**config.mk**
```make
export PLATFORM = sky130hd
export DESIGN_NAME = lin_addr_gen
export DESIGN_NICKNAME = d
export VERILOG_FILES = /design/src/rtl/agu_pkg.sv /design/src/rtl/agu_scale.sv /design/src/rtl/agu_sum.sv /design/src/rtl/agu_lanes.sv /design/src/rtl/lin_addr_gen.sv
export SDC_FILE = /design/constraint.sdc
export NUM_CORES = 1
export LEC_CHECK = 0
export CAP_MARGIN = 20
export CORE_MARGIN = 2
export CORE_UTILIZATION = 33
export CTS_BUF_LIST = sky130_fd_sc_hd__clkbuf_16
export CTS_CLUSTER_DIAMETER = 200
export DETAILED_ROUTE_END_ITERATION = 12
export GPL_ROUTABILITY_DRIVEN = 0
export GPL_TIMING_DRIVEN = 0
export PLACE_DENSITY = 0.57
export SYNTH_ARGS = -nofsm -noshare
export SYNTH_HDL_FRONTEND = slang
export SYNTH_SLANG_ARGS = --single-unit
export TNS_END_PERCENT = 1
```
**constraint.sdc**
```tcl
create_clock -name clk_i -period 1.99 [get_ports clk_i]
set_clock_uncertainty 0.1 [all_clocks]
set_input_delay 0.2985 -clock clk_i [delete_from_list [all_inputs] [get_ports clk_i]]
set_output_delay 0.2985 -clock clk_i [all_outputs]
set_load 0.01 [all_outputs]
```
**src/rtl/agu_pkg.sv**
```systemverilog
package agu_pkg;
  typedef enum logic [1:0] {
    SZ_BYTE = 2'b00,
    SZ_HALF = 2'b01,
    SZ_WORD = 2'b10,
    SZ_NONE = 2'b11
  } acc_size_e;
endpackage

```
**src/rtl/agu_scale.sv**
```systemverilog
module agu_scale #(
  parameter int W       = 32,
  parameter int SCALE_W = 2
) (
  input  logic [W-1:0]       idx_i,
  input  logic               vld_i,
  input  logic [SCALE_W-1:0] scale_i,
  output logic [W-1:0]       term_o
);
  always_comb term_o = vld_i ? (idx_i << scale_i) : '0;
endmodule

```
**src/rtl/agu_sum.sv**
```systemverilog
module agu_sum #(
  parameter int W = 32
) (
  input  logic [W-1:0] disp_i,
  input  logic [W-1:0] base_i,
  input  logic         base_vld_i,
  input  logic [W-1:0] idx_term_i,
  output logic [W-1:0] sum_o
);
  logic [W-1:0] base_term;
  always_comb begin
    base_term = base_vld_i ? base_i : '0;
    sum_o     = disp_i + base_term + idx_term_i;  // wraps modulo 2^W
  end
endmodule

```
**src/rtl/agu_lanes.sv**
```systemverilog
module agu_lanes
  import agu_pkg::*;
#(
  parameter int LANES = 4,
  localparam int OFF_W = $clog2(LANES),
  localparam int CNT_W = OFF_W + 2
) (
  input  logic [OFF_W-1:0] off_i,
  input  acc_size_e        size_i,
  output logic [LANES-1:0] lane_en_o,
  output logic             misalign_o
);
  logic [CNT_W-1:0] nbytes;
  logic [CNT_W-1:0] off_ext;
  logic [CNT_W-1:0] end_ext;

  always_comb begin
    unique case (size_i)
      SZ_BYTE: nbytes = CNT_W'(1);
      SZ_HALF: nbytes = CNT_W'(2);
      SZ_WORD: nbytes = CNT_W'(LANES);
      default: nbytes = '0;
    endcase
    off_ext    = CNT_W'(off_i);
    end_ext    = off_ext + nbytes;
    misalign_o = (nbytes != '0) && (end_ext > CNT_W'(LANES));
  end

  for (genvar k = 0; k < LANES; k++) begin : g_lane
    assign lane_en_o[k] = (CNT_W'(k) >= off_ext) && (CNT_W'(k) < end_ext);
  end
endmodule

```
**src/rtl/lin_addr_gen.sv**
```systemverilog
module lin_addr_gen
  import agu_pkg::*;
#(
  parameter int ADDR_W  = 32,
  parameter int SCALE_W = 2,
  parameter int LANES   = 4,
  localparam int OFF_W  = $clog2(LANES)
) (
  input  logic               clk_i,
  input  logic               rst_ni,
  input  logic               valid_i,
  input  logic [ADDR_W-1:0]  disp_i,
  input  logic [ADDR_W-1:0]  base_i,
  input  logic               base_vld_i,
  input  logic [ADDR_W-1:0]  idx_i,
  input  logic               idx_vld_i,
  input  logic [SCALE_W-1:0] scale_i,
  input  logic [1:0]         size_i,
  output logic               valid_o,
  output logic [ADDR_W-1:0]  addr_o,
  output logic [LANES-1:0]   lane_en_o,
  output logic               misalign_o
);
  logic [ADDR_W-1:0] idx_term;
  logic [ADDR_W-1:0] addr_d;
  logic [LANES-1:0]  lane_d;
  logic              mis_d;

  agu_scale #(.W(ADDR_W), .SCALE_W(SCALE_W)) u_scale (
    .idx_i  (idx_i),
    .vld_i  (idx_vld_i),
    .scale_i(scale_i),
    .term_o (idx_term)
  );

  agu_sum #(.W(ADDR_W)) u_sum (
    .disp_i    (disp_i),
    .base_i    (base_i),
    .base_vld_i(base_vld_i),
    .idx_term_i(idx_term),
    .sum_o     (addr_d)
  );

  agu_lanes #(.LANES(LANES)) u_lanes (
    .off_i     (addr_d[OFF_W-1:0]),
    .size_i    (acc_size_e'(size_i)),
    .lane_en_o (lane_d),
    .misalign_o(mis_d)
  );

  always_ff @(posedge clk_i or negedge rst_ni) begin
    if (!rst_ni) begin
      valid_o    <= 1'b0;
      addr_o     <= '0;
      lane_en_o  <= '0;
      misalign_o <= 1'b0;
    end else begin
      valid_o <= valid_i;
      if (valid_i) begin
        addr_o     <= addr_d;
        lane_en_o  <= lane_d;
        misalign_o <= mis_d;
      end
    end
  end

  p_valid_follows_r4: assert property (@(posedge clk_i) disable iff (!rst_ni)
    valid_i |=> valid_o);
  p_valid_drops_r4: assert property (@(posedge clk_i) disable iff (!rst_ni)
    !valid_i |=> !valid_o);
  p_hold_idle_r5: assert property (@(posedge clk_i) disable iff (!rst_ni)
    !valid_i |=> ($stable(addr_o) && $stable(lane_en_o) && $stable(misalign_o)));
  p_byte_one_lane_r6: assert property (@(posedge clk_i) disable iff (!rst_ni)
    (valid_i && size_i == 2'b00) |=> ($countones(lane_en_o) == 1 && !misalign_o));
  p_misalign_top_lane_r7: assert property (@(posedge clk_i) disable iff (!rst_ni)
    (valid_o && misalign_o) |-> lane_en_o[LANES-1]);
  p_none_quiet_r8: assert property (@(posedge clk_i) disable iff (!rst_ni)
    (valid_i && size_i == 2'b11) |=> (lane_en_o == '0 && !misalign_o));
  p_word_lanes_r6: assert property (@(posedge clk_i) disable iff (!rst_ni)
    (valid_o && !misalign_o && lane_en_o[0] && lane_en_o[LANES-1]) |->
      (addr_o[OFF_W-1:0] == '0));
endmodule

```
Yosys cells after proc, flatten, opt, wreduce, memory -nomap -nowiden
Cells that the tools add are included.
- register bits after elaboration: 38
- input bits: 105
- output and inout port bits: 38
- word-level logic and storage cells: 29
- $add $sub $neg: 3
- $lt $le $gt $ge: 9
- equality and inequality tests: 2
- shift operators: 1
- mux-type cells: 3
- reduce and logical (&&, ||, !) cells: 7
- operator list (kind ; number):
    32-bit adder ; 2
    32-bit 2-to-1 mux ; 2
    32-bit by 2-bit left shift with 32-bit output ; 1
    3-bit case mux with 3 select lines ; 1
    1-bit by 4-bit < comparator with 1-bit output (first input constant) ; 2
    2-bit by 4-bit < comparator with 1-bit output (first input constant) ; 2
    1-bit logical AND ; 5
    2-bit by 3-bit adder with 4-bit output ; 1
    1-bit by 2-bit >= comparator with 1-bit output (first input constant) ; 2
    2-bit >= comparator (first input constant) ; 2
    4-bit by 3-bit greater-than comparator with 1-bit output (second input constant) ; 1
    4-bit nonzero test ; 1
    2-bit by 1-bit == test with 1-bit output (second input constant) ; 1
    2-bit == test (second input constant) ; 1
    2-bit zero test ; 1

Longest topological paths before layout
Gate-level depths: netlist of the first run.
- word-level depth: 6
- depth in mapped cells: 17
- gate-level depth less buffers: 13

Hierarchy
A second synthesis of the first run with hierarchy kept.
- cells, all modules: 498
- area, all modules: 5016.1 um^2
- by module, submodules not included (module ; instances ; cells each ; area each (um^2) ; seq. area each (um^2)):
    agu_sum ; 1 ; 321 ; 2655.0 ; 0.0
    lin_addr_gen ; 1 ; 79 ; 1551.5 ; 950.9
    agu_scale ; 1 ; 78 ; 641.9 ; 0.0
    agu_lanes ; 1 ; 20 ; 167.7 ; 0.0

Worst setup path before layout of the first run
No wires, ideal clock.
- kind: input-to-reg
- from: in scale_i[1]
- to: reg addr_o[30]
- arrival time: 4298 ps
- slack: -2532 ps
- cell stages on the path: 14
- cells stage by stage: clkbuf_1 -> clkbuf_1 -> buf_1 -> mux4_2 -> and2_1 -> fa_1 -> ha_1 -> nand2_2 -> or3_1 -> or4_1 -> o211ai_2 -> a41oi_1 -> xnor2_1 -> mux2_2
- longest elaborated chain between the ends: 3
- RTL lines (item ; RTL line ; text):
    start: declaration ; lin_addr_gen.sv:17 ; input logic [SCALE_W-1:0] scale_i,
    32-bit by 2-bit left shift with 32-bit output ; agu_scale.sv:10 ; always_comb term_o = vld_i ? (idx_i << scale_i) : '0;
    32-bit 2-to-1 mux ; agu_scale.sv:10 ;
    32-bit adder ; agu_sum.sv:13 ; sum_o = disp_i + base_term + idx_term_i;
    end signal: assignment ; lin_addr_gen.sv:60 ; addr_o <= addr_d;
    end: declaration ; lin_addr_gen.sv:20 ; output logic [ADDR_W-1:0] addr_o,
No other way between the ends.
A chain may end at the register's enable or synchronous reset.

Worst setup path in the final report of the first run
- from: in scale_i[0]
- to: reg addr_o[30]
The elaborated chain is that of the path after synthesis.

==> results_dict.tcl, run 1 <==
set metrics [dict create \
    pwr-share-seq 0.216 \
    numCtsBuffers 5 \
    ant_nets 0 \
    synth_seq_area_share 0.187 \
    critical_path_class "in -> reg" \
    design_area_um2 7730 \
    synth_top_family_by_area "adder cells" \
    drt_iter0_drc 183 \
    vias_per_cell 5.28 \
    root_buffer "clkbuf_16" \
    hp-class "in -> async" \
    layout-drive-gt1-share 0.268 \
    netlist.area_leader.share 0.187 \
    grt_use_total 0.192 \
    antenna_found_initial 0 \
    std_cell_rows 45 \
    tns_ns -42.71 \
    hold_viol_final 0 \
    hold_ws_ns 0.0164 \
    cp.arrival_ns 3.70 \
    fin_ws_ns -1.64 \
    max-cap-violations 0 \
    fin_util 0.510 \
    reg2reg_slack_ns 0.87 \
    synthTopCellsByCount "and2_1 (57), a21oi_1 (38), dfrtp_1 (38), nand2_1 (35), fa_1 (33)" \
    numPortBuffers 140 \
    synth_cell_type_count 60 \
    synth-main-ff-cell "dfrtp_1" \
    die_h_um 128 \
    dpl-instance-area_um2 6870 \
    clockPowerShare 0.130 \
    wirelength_um 15700 \
    min_period_over_period 1.83 \
    drtPass1Iterations 4 \
    synth_area_um2 5090 \
    start_util 0.336 \
    synth-simple-area-share 0.171 \
    synth-compound-area-share 0.158 \
    p_comb_frac 0.654 \
    drt-met1-wl_um 7420 \
    synth_top_area_cell "dfrtp_1" \
    syn-num-nets 691 \
    reg2reg_from "addr_o[29]$_DFFE_PN0P_" \
    post_drt_wl_per_cell_um 18.0 \
    leakage_uw 0.00314 \
    start_kind "input port" \
    max_freq_ghz 0.275 \
    cts.reportedPaths.clkPinSlew_ns 0.05 \
    violations "negative setup slack" \
    wl_met3_um 630 \
    path_max_fanout 7 \
    slew-limit-headroom 0.437 \
    crit_path_end_kind "flip-flop" \
    r2r.worst_path.cells 2 \
    switching_share 0.381 \
    hpwl_um 12800 \
    vdd_drop_max_uv 417 \
    htree_levels 2 \
    antenna_cells 0 \
    insertion_delay_ns 0.28 \
    fin_crit_ns 3.63 \
    final_nets 855 \
    worst_pin_slew_ns 0.844 \
    areaGrowthSynthToFinish_pct 52.0 \
    pin_count 143 \
    core_um2 15100 \
    r2r-end "addr_o[29]$_DFFE_PN0P_" \
    synthTopCellsByArea "dfrtp_1 (19%), fa_1 (13%), mux4_2 (12%), ha_1 (7.9%), and2_1 (7.0%)" \
    synth_edf_count 0 \
    num_vias 4615 \
    grt_max_degree 39 \
    synthMuxAreaShare 0.192 \
    power.density_nw_per_um2 757 \
    wl_met2_um 7420 \
    clk_path_buf_depth 2 \
    synth.most_common_cell "and2_1" \
    cp.required_ns 2.05 \
    cts.sinks 38 \
    synth_cells 521 \
    fp.dieArea_um2 16400 \
    synth-xor-area-share 0.0448 \
    setup_viol 36 \
    grt_pass1_vias 4801 \
    synth_fa_ha_area_frac 0.209 \
    drv_slew 0 \
    async_flop_share 1.00 \
    grt_pass1_wl_um 25100 \
    yosys_register_bits 38 \
    dr.max_layer_used "met4" \
    grt-ovfl-total 0 \
    p_sw_uw 2230 \
    syn-mean-instance-area_um2 9.76 \
    drcViolationCount 0 \
    die_x_um 128 \
    yosys_warnings 0 \
    rsz0062_at_grt "yes" \
    cts_tree "yes" \
    status "finished, violations left" \
    hold_buffers 0 \
    intPower_uw 3620 \
]
flip-flops by register name, indices dropped and copies added, names as in the netlist:
register / flops
valid_o: 1
lane_en_o: 4
misalign_o: 1
addr_o: 32
metal layers:
metal,GRT usage,vias to the layer above
li1,-,2239
met1,0.271,2211
met2,0.323,150
met3,0.0134,15
met4,0.0498,0
met5,0,-
timing repair:
action	4_1_cts	5_1_grt
cloned	0	0
endpoints found under the setup margin	37	36
pin swaps	45	21
gates resized for setup	108	33
endpoints found under the hold margin	0	0
setup buffers	16	6
logic make-up after synthesis:
group,Yosys count
and+or+nand+nor,162
AOI/OAI and AO/OA,120
adders and majority gates,65
muxes,59
buffers and inverters,51
DFF,38
xor gates and xnor gates,26
through the flow:
stage                     power, µW  instances  setup slack, ns
after global routing           6260        874            -1.73
after global placement         4490        849            -2.39
after floorplan                3140        521            -1.77
after detailed placement       4530        849            -2.42
final                          5850        874            -1.64
after CTS                      5700        868            -1.59
layout make-up:
type | count | area [µm²]
buffer | 23 | 254
sequential | 38 | 951
multi-input combinational | 432 | 4480
timing repair buffer | 162 | 1590
fill | 1356 | 7420
inverter | 23 | 86.3
tap | 188 | 235
clock buffer | 5 | 125
clock inverter | 3 | 16.3
critical path: stages:
cell and delay, ns:
clkbuf_16 0.14, buf_12 0.13, buf_12 0.10, buf_12 0.10
mux4_2 0.48, and2_1 0.19, fa_1 0.48, ha_4 0.32
nand2_2 0.12, or4_4 0.57, o211ai_4 0.13, a41oi_2 0.18
xnor2_2 0.19, mux2_4 0.26
cells in the final DEF (no fill, tap or decap), drive strengths merged, types with 4 or more instances in the layout:
| cell | netlist | routed |
|---|---|---|
| nand2 | 36 | 36 |
| dfrtp | 38 | 38 |
| nand3 | 9 | 9 |
| clkbuf | 20 | 21 |
| o21a | 8 | 8 |
| dlymetal6s2s | 0 | 4 |
| a21o | 11 | 11 |
| nand4 | 5 | 5 |
| inv | 23 | 23 |
| o21ai | 19 | 19 |
| a211oi | 5 | 5 |
| dlygate4sd2 | 0 | 18 |
| and2 | 58 | 58 |
| xor2 | 6 | 6 |
| xnor2 | 20 | 20 |
| nor3 | 7 | 7 |
| mux4 | 28 | 28 |
| o211ai | 7 | 7 |
| ha | 32 | 32 |
| nor2 | 23 | 23 |
| a21oi | 38 | 38 |
| buf | 8 | 30 |
| mux2 | 29 | 29 |
| fa | 33 | 33 |
| or3 | 4 | 4 |
| clkdlybuf4s50 | 0 | 116 |
worst max-delay path by stage:
stage               start                     end  slack (ns)  cells past startpoint
6_report       scale_i[0]  addr_o[30]$_DFFE_PN0P_       -1.64                     14
5_1_grt        scale_i[0]  addr_o[29]$_DFFE_PN0P_       -1.73                     14
4_1_cts        scale_i[0]  addr_o[25]$_DFFE_PN0P_       -1.59                     13
3_5_place_dp    idx_vld_i  addr_o[27]$_DFFE_PN0P_       -2.42                     12
3_3_place_gp    idx_vld_i  addr_o[27]$_DFFE_PN0P_       -2.39                     12
2_1_floorplan  scale_i[0]  addr_o[30]$_DFFE_PN0P_       -1.77                     13
power groups by stage:
| stage | Clock [µW] | Sequential (µW) | Combinational, µW |
|---|---|---|---|
| finish | 758 | 1270 | 3830 |
| CTS | 778 | 1280 | 3640 |
| global placement | 0 | 1280 | 3210 |
| global route | 808 | 1320 | 4140 |
| floorplan | 0 | 1390 | 1750 |
| detailed placement | 0 | 1290 | 3240 |
No activity file was read; power rests on OpenSTA's default activity.
==> inputs of run 2 (changes only) <==
SKIP_LAST_GASP = 1   (was default)
==> run 2 against run 1 <==
The run still ends with negative setup slack left. Non-clock buffer count is 5 higher. Fmax fell by 1.0%. First-iteration DRC count fell by 19%. Via count up 0.78%. Die area stayed put. Critical path depth down 2. Register-to-register slack about the same. Critical endpoint unchanged.
==> results_dict.tcl, run 2 (same netlist as run 1, synthesis figures left out) <==
set metrics [dict create \
    grt_use_total 0.191 \
    status "finished, violations left" \
    antenna_found_initial 0 \
    layout-drive-gt1-share 0.252 \
    fp.dieArea_um2 16400 \
    numCtsBuffers 5 \
    grt_pass1_vias 4801 \
    ant_nets 0 \
    reg2reg_slack_ns 0.88 \
    critical_path_class "in -> reg" \
    power.density_nw_per_um2 754 \
    start_kind "input port" \
    min_period_over_period 1.84 \
    die_h_um 128 \
    areaGrowthSynthToFinish_pct 51.9 \
    mostFrequentLayoutCells "clkdlybuf4s50_1 (116), and2_1 (53), dfrtp_1 (38), nand2_1 (32)" \
    cp.arrival_ns 3.73 \
    cp.required_ns 2.05 \
    cts.sinks 38 \
    hold_viol_final 0 \
    largest_register_ffs 32 \
    fin_ws_ns -1.68 \
    max-cap-violations 0 \
    grt-ovfl-total 0 \
    wirelength_um 15700 \
    worst_pin_slew_ns 0.843 \
    setup_viol 37 \
    vdd_drop_max_uv 415 \
    fin_crit_ns 3.67 \
    p_sw_uw 2200 \
    antenna_cells 0 \
    p_comb_frac 0.653 \
    slew-limit-headroom 0.438 \
    pin_count 143 \
    design_area_um2 7720 \
    drcViolationCount 0 \
    clk_path_buf_depth 2 \
    reg_top3 "addr_o x32, lane_en_o x4" \
    dpl-instance-area_um2 6870 \
    grt_pass1_wl_um 24900 \
    intPower_uw 3620 \
    drt_iter0_drc 149 \
    hold_ws_ns 0.0163 \
    insertion_delay_ns 0.28 \
    numPortBuffers 140 \
    drv_slew 0 \
    start_util 0.336 \
    hpwl_um 12800 \
    final_nets 860 \
    violations "negative setup slack" \
    grt_max_degree 39 \
    post_drt_wl_per_cell_um 17.8 \
    core_um2 15100 \
    rsz0062_at_grt "yes" \
    num_vias 4651 \
    vias_per_cell 5.29 \
    path_max_fanout 4 \
    clockPowerShare 0.129 \
    htree_levels 2 \
    final_common_cell "clkdlybuf4s50_1" \
    cts_tree "yes" \
    fin_util 0.510 \
    cts.reportedPaths.clkPinSlew_ns 0.05 \
    die_x_um 128 \
    switching_share 0.379 \
    hp-class "in -> async" \
    leakage_uw 0.00314 \
    r2r.worst_path.cells 2 \
    top_register "addr_o" \
    drtPass1Iterations 4 \
    root_buffer "clkbuf_16" \
    std_cell_rows 45 \
    max_freq_ghz 0.272 \
    pwr-share-seq 0.217 \
    crit_path_end_kind "flip-flop" \
]
## run 2: cell count changes in the layout (fill, tap and decap cells not counted), sizes merged
cell / delta
buf: +7
dlygate4sd2: -5
clkdlybuf4s15: +3
clkbuf: -2
dlymetal6s2s: +2
## run 2: final timing paths
kind / startpoint / end
max reg2reg: addr_o[29]$_DFFE_PN0P_ / addr_o[29]$_DFFE_PN0P_
min reg2reg: lane_en_o[1]$_DFFE_PN0P_ / lane_en_o[1]$_DFFE_PN0P_
min in group clk_i: lane_en_o[1]$_DFFE_PN0P_ / lane_en_o[1]$_DFFE_PN0P_
min: rst_ni / addr_o[28]$_DFFE_PN0P_
max: idx_i[6] / addr_o[30]$_DFFE_PN0P_
max in group asynchronous: rst_ni / addr_o[16]$_DFFE_PN0P_
## run 2: area by class of cell
type,instances,area [µm²]
multi-input cells,432,4430
clock inverters,3,16.3
well taps,188,235
clock buffers,5,125
inverters,23,86.3
plain buffers,23,244
fillers,1358,7420
repair buffers,167,1640
flip-flops and latches,38,951
## run 2: what timing repair did
item / 4_1_cts / 5_1_grt
buffers inserted: 16 / 11
pin swaps: 32 / 20
gates resized for setup: 84 / 42
setup endpoints to repair: 37 / 37
hold buffers: 0 / 0
## run 2: worst max-delay path, cell delays in order
cell and delay (ns):
dlygate4sd2_1 0.26, mux4_2 0.47, and2_4 0.18, fa_1 0.50, ha_4 0.32, nand2_2 0.08
or3_4 0.33, or4_4 0.53, o211ai_4 0.13, a41oi_2 0.18, xnor2_2 0.19, mux2_4 0.26
## run 2: metrics by stage
stage / worst slack, ns / power (µW) / std cells / TNS (ns)
6_report: -1.68 / 5820 / 879 / -44.62
5_1_grt: -1.74 / 6240 / 879 / -49.11
4_1_cts: -1.59 / 5650 / 868 / -44.40
3_5_place_dp: -2.42 / 4530 / 849 / -73.47
3_3_place_gp: -2.39 / 4490 / 849 / -85.50
2_1_floorplan: -1.77 / 3140 / 521 / -49.38
## run 2: metal layers
layer	GRT usage	part of all wire	vias up
li1	-	-	2246
met2	0.315	0.46	174
met1	0.270	0.47	2210
met4	0.0537	0.017	0
met3	0.0159	0.045	21
met5	0	0	-
## run 2: power by group through the flow
stage          Combinational (µW)  Clock [µW]  Sequential, µW
3_3_place_gp                 3210           0            1280
5_1_grt                      4120         808            1320
4_1_cts                      3600         778            1280
6_report                     3800         753            1260
2_1_floorplan                1750           0            1390
3_5_place_dp                 3240           0            1290
==> inputs of run 3 (changes only) <==
CORE_UTILIZATION = 54   (was 33)
HOLD_SLACK_MARGIN = 0.03   (was default)
PLACE_DENSITY = 0.87   (was 0.57)
==> run 3 against run 2 <==
The flow still finishes with violations (negative setup slack). Utilization up 31 points. Sequential share of layout area up 0.27 points. Die area down 38%. Critical endpoint is now addr_o[27]$_DFFE_PN0P_. Count of clock-buffer cells in the layout unchanged. Cell count down 8.9%. Register-to-register slack worse by 0.02 ns. Power up 4.9%. Sequential power about the same. Non-clock buffer count unchanged. Largest power group unchanged. Sequential cell count unchanged.
==> results_dict.tcl, run 3 (same netlist as run 1, synthesis figures left out) <==
set metrics [dict create \
    max_freq_ghz 0.270 \
    fillCellCount 466 \
    slew-limit-headroom 0.452 \
    crit_path_end_kind "flip-flop" \
    layout-drive-gt1-share 0.249 \
    hold_buffers 0 \
    die_x_um 101 \
    vdd_drop_max_uv 509 \
    cts_tree "yes" \
    fin_ws_ns -1.72 \
    drv_slew 0 \
    insertion_delay_ns 0.28 \
    grt_pass1_wl_um 25700 \
    cpMaxStageDelayCell "fa_1" \
    switching_share 0.387 \
    wirelength_um 17300 \
    status "finished, violations left" \
    grt-ovfl-total 0 \
    drcViolationCount 0 \
    largest_register_ffs 32 \
    hpwl_um 12100 \
    num_vias 5271 \
    final_nets 860 \
    grt_max_degree 39 \
    cp.arrival_ns 3.77 \
    cts.sinks 38 \
    hp-class "in -> async" \
    critical_path_class "in -> reg" \
    min_period_over_period 1.86 \
    grt_pass1_vias 5270 \
    pin_count 143 \
    intPower_uw 3750 \
    numPortBuffers 140 \
    multi_input_area_um2 4380 \
    leakage_uw 0.00312 \
    antenna_cells 0 \
    power_uw 6110 \
    hold_viol_final 0 \
    p_sw_uw 2360 \
    clk_path_buf_depth 2 \
    mostFrequentLayoutCells "clkdlybuf4s50_1 (121), and2_1 (53), dfrtp_1 (38), nand2_1 (32), fa_1 (31)" \
    power.density_nw_per_um2 808 \
    max-cap-violations 0 \
    path_cells "clkdlybuf4s50_1 -> mux4_2 -> and2_1 -> fa_1 -> ha_4 -> nand2_4 -> nor2_1 -> a221o_1 -> nor2_2 -> o41ai_1 -> xor2_1 -> mux2_2" \
    htree_levels 2 \
    post_drt_wl_per_cell_um 21.6 \
    numCtsBuffers 5 \
    core_um2 9200 \
    std_cell_rows 35 \
    dp_slack_ns -2.31 \
    reg_top3 "addr_o x32, lane_en_o x4" \
    final_common_cell "clkdlybuf4s50_1" \
    drtPass1Iterations 10 \
    worst_pin_slew_ns 0.822 \
    seq_area_um2 951 \
    antenna_found_initial 0 \
    grt_use_total 0.318 \
    fin_crit_ns 3.71 \
    ant_nets 0 \
    fin_util 0.822 \
    root_buffer "clkbuf_16" \
    top_register "addr_o" \
    rsz0062_at_grt "yes" \
    violations "negative setup slack" \
    cp.required_ns 2.05 \
    setup_viol 37 \
    path_max_fanout 6 \
    fp.dieArea_um2 10200 \
    drt_iter0_drc 681 \
    pwr-share-seq 0.207 \
    start_util 0.553 \
    slowest_delay_ns 0.49 \
    start_kind "input port" \
    cts.reportedPaths.clkPinSlew_ns 0.06 \
    areaGrowthSynthToFinish_pct 48.6 \
    p_comb_frac 0.650 \
    vias_per_cell 6.58 \
    clockPowerShare 0.143 \
    die_h_um 101 \
]
==> run 3: what timing repair did <==
item,CTS,global route
pin swaps,30,25
buffers inserted,18,9
endpoints found under the setup margin,37,37
resized for setup,71,44
==> run 3: power by group through the flow <==
stage | logic, µW | registers (µW) | clock network [µW]
detailed placement | 3230 | 1270 | 0
finish | 3970 | 1270 | 873
global route | 4180 | 1300 | 908
global placement | 3120 | 1250 | 0
CTS | 3540 | 1260 | 871
floorplan | 1750 | 1390 | 0
==> run 3: worst max-delay path, delay by kind of cell <==
| kind | cells | cell delay (ns) |
|---|---|---|
| fa+ha+maj | 2 | 0.83 |
| compound gates | 2 | 0.67 |
| xor+xnor | 1 | 0.16 |
| mux | 2 | 0.76 |
| buf+inv | 1 | 0.47 |
| simple gates | 4 | 0.58 |
==> run 3: metrics by stage <==
stage	instance area [µm²]	setup TNS [ns]	hold WS, ns	std cells
finish	7560	-49.06	0.00716	801
global route	7560	-52.27	0.0883	801
CTS	7310	-47.19	0.0455	793
detailed placement	6770	-69.69	0.345	772
global placement	6780	-76.09	0.362	772
floorplan	5240	-49.38	-0.0971	521
==> run 3: routing by layer <==
layer  part of all wire  track usage
met4              0.062        0.124
met3              0.088       0.0312
met5                  0            0
met1               0.38        0.411
met2               0.47        0.551
==> run 3: area by class of cell <==
class | count | area share
clock buffers | 5 | 0.0166
clock inverters | 2 | 0.00447
repair buffers | 167 | 0.213
multi-input cells | 432 | 0.580
plain buffers | 23 | 0.0310
inverters | 23 | 0.0114
flip-flops and latches | 38 | 0.126
well taps | 111 | 0.0184
==> run 3: worst paths after layout <==
kind / from / end / slack, ns / cells after the start
hold reg to reg: lane_en_o[1]$_DFFE_PN0P_ / lane_en_o[1]$_DFFE_PN0P_ / 0.38 / 1
setup reg to reg: addr_o[29]$_DFFE_PN0P_ / addr_o[29]$_DFFE_PN0P_ / 0.86 / 2
min in group clk_i: lane_en_o[1]$_DFFE_PN0P_ / lane_en_o[1]$_DFFE_PN0P_ / 0.38 / 1
hold / removal: rst_ni / addr_o[28]$_DFFE_PN0P_ / 0.007 / 1
max in group asynchronous: rst_ni / addr_o[14]$_DFFE_PN0P_ / 1.25 / 1
setup / recovery: idx_i[12] / addr_o[27]$_DFFE_PN0P_ / -1.72 / 12
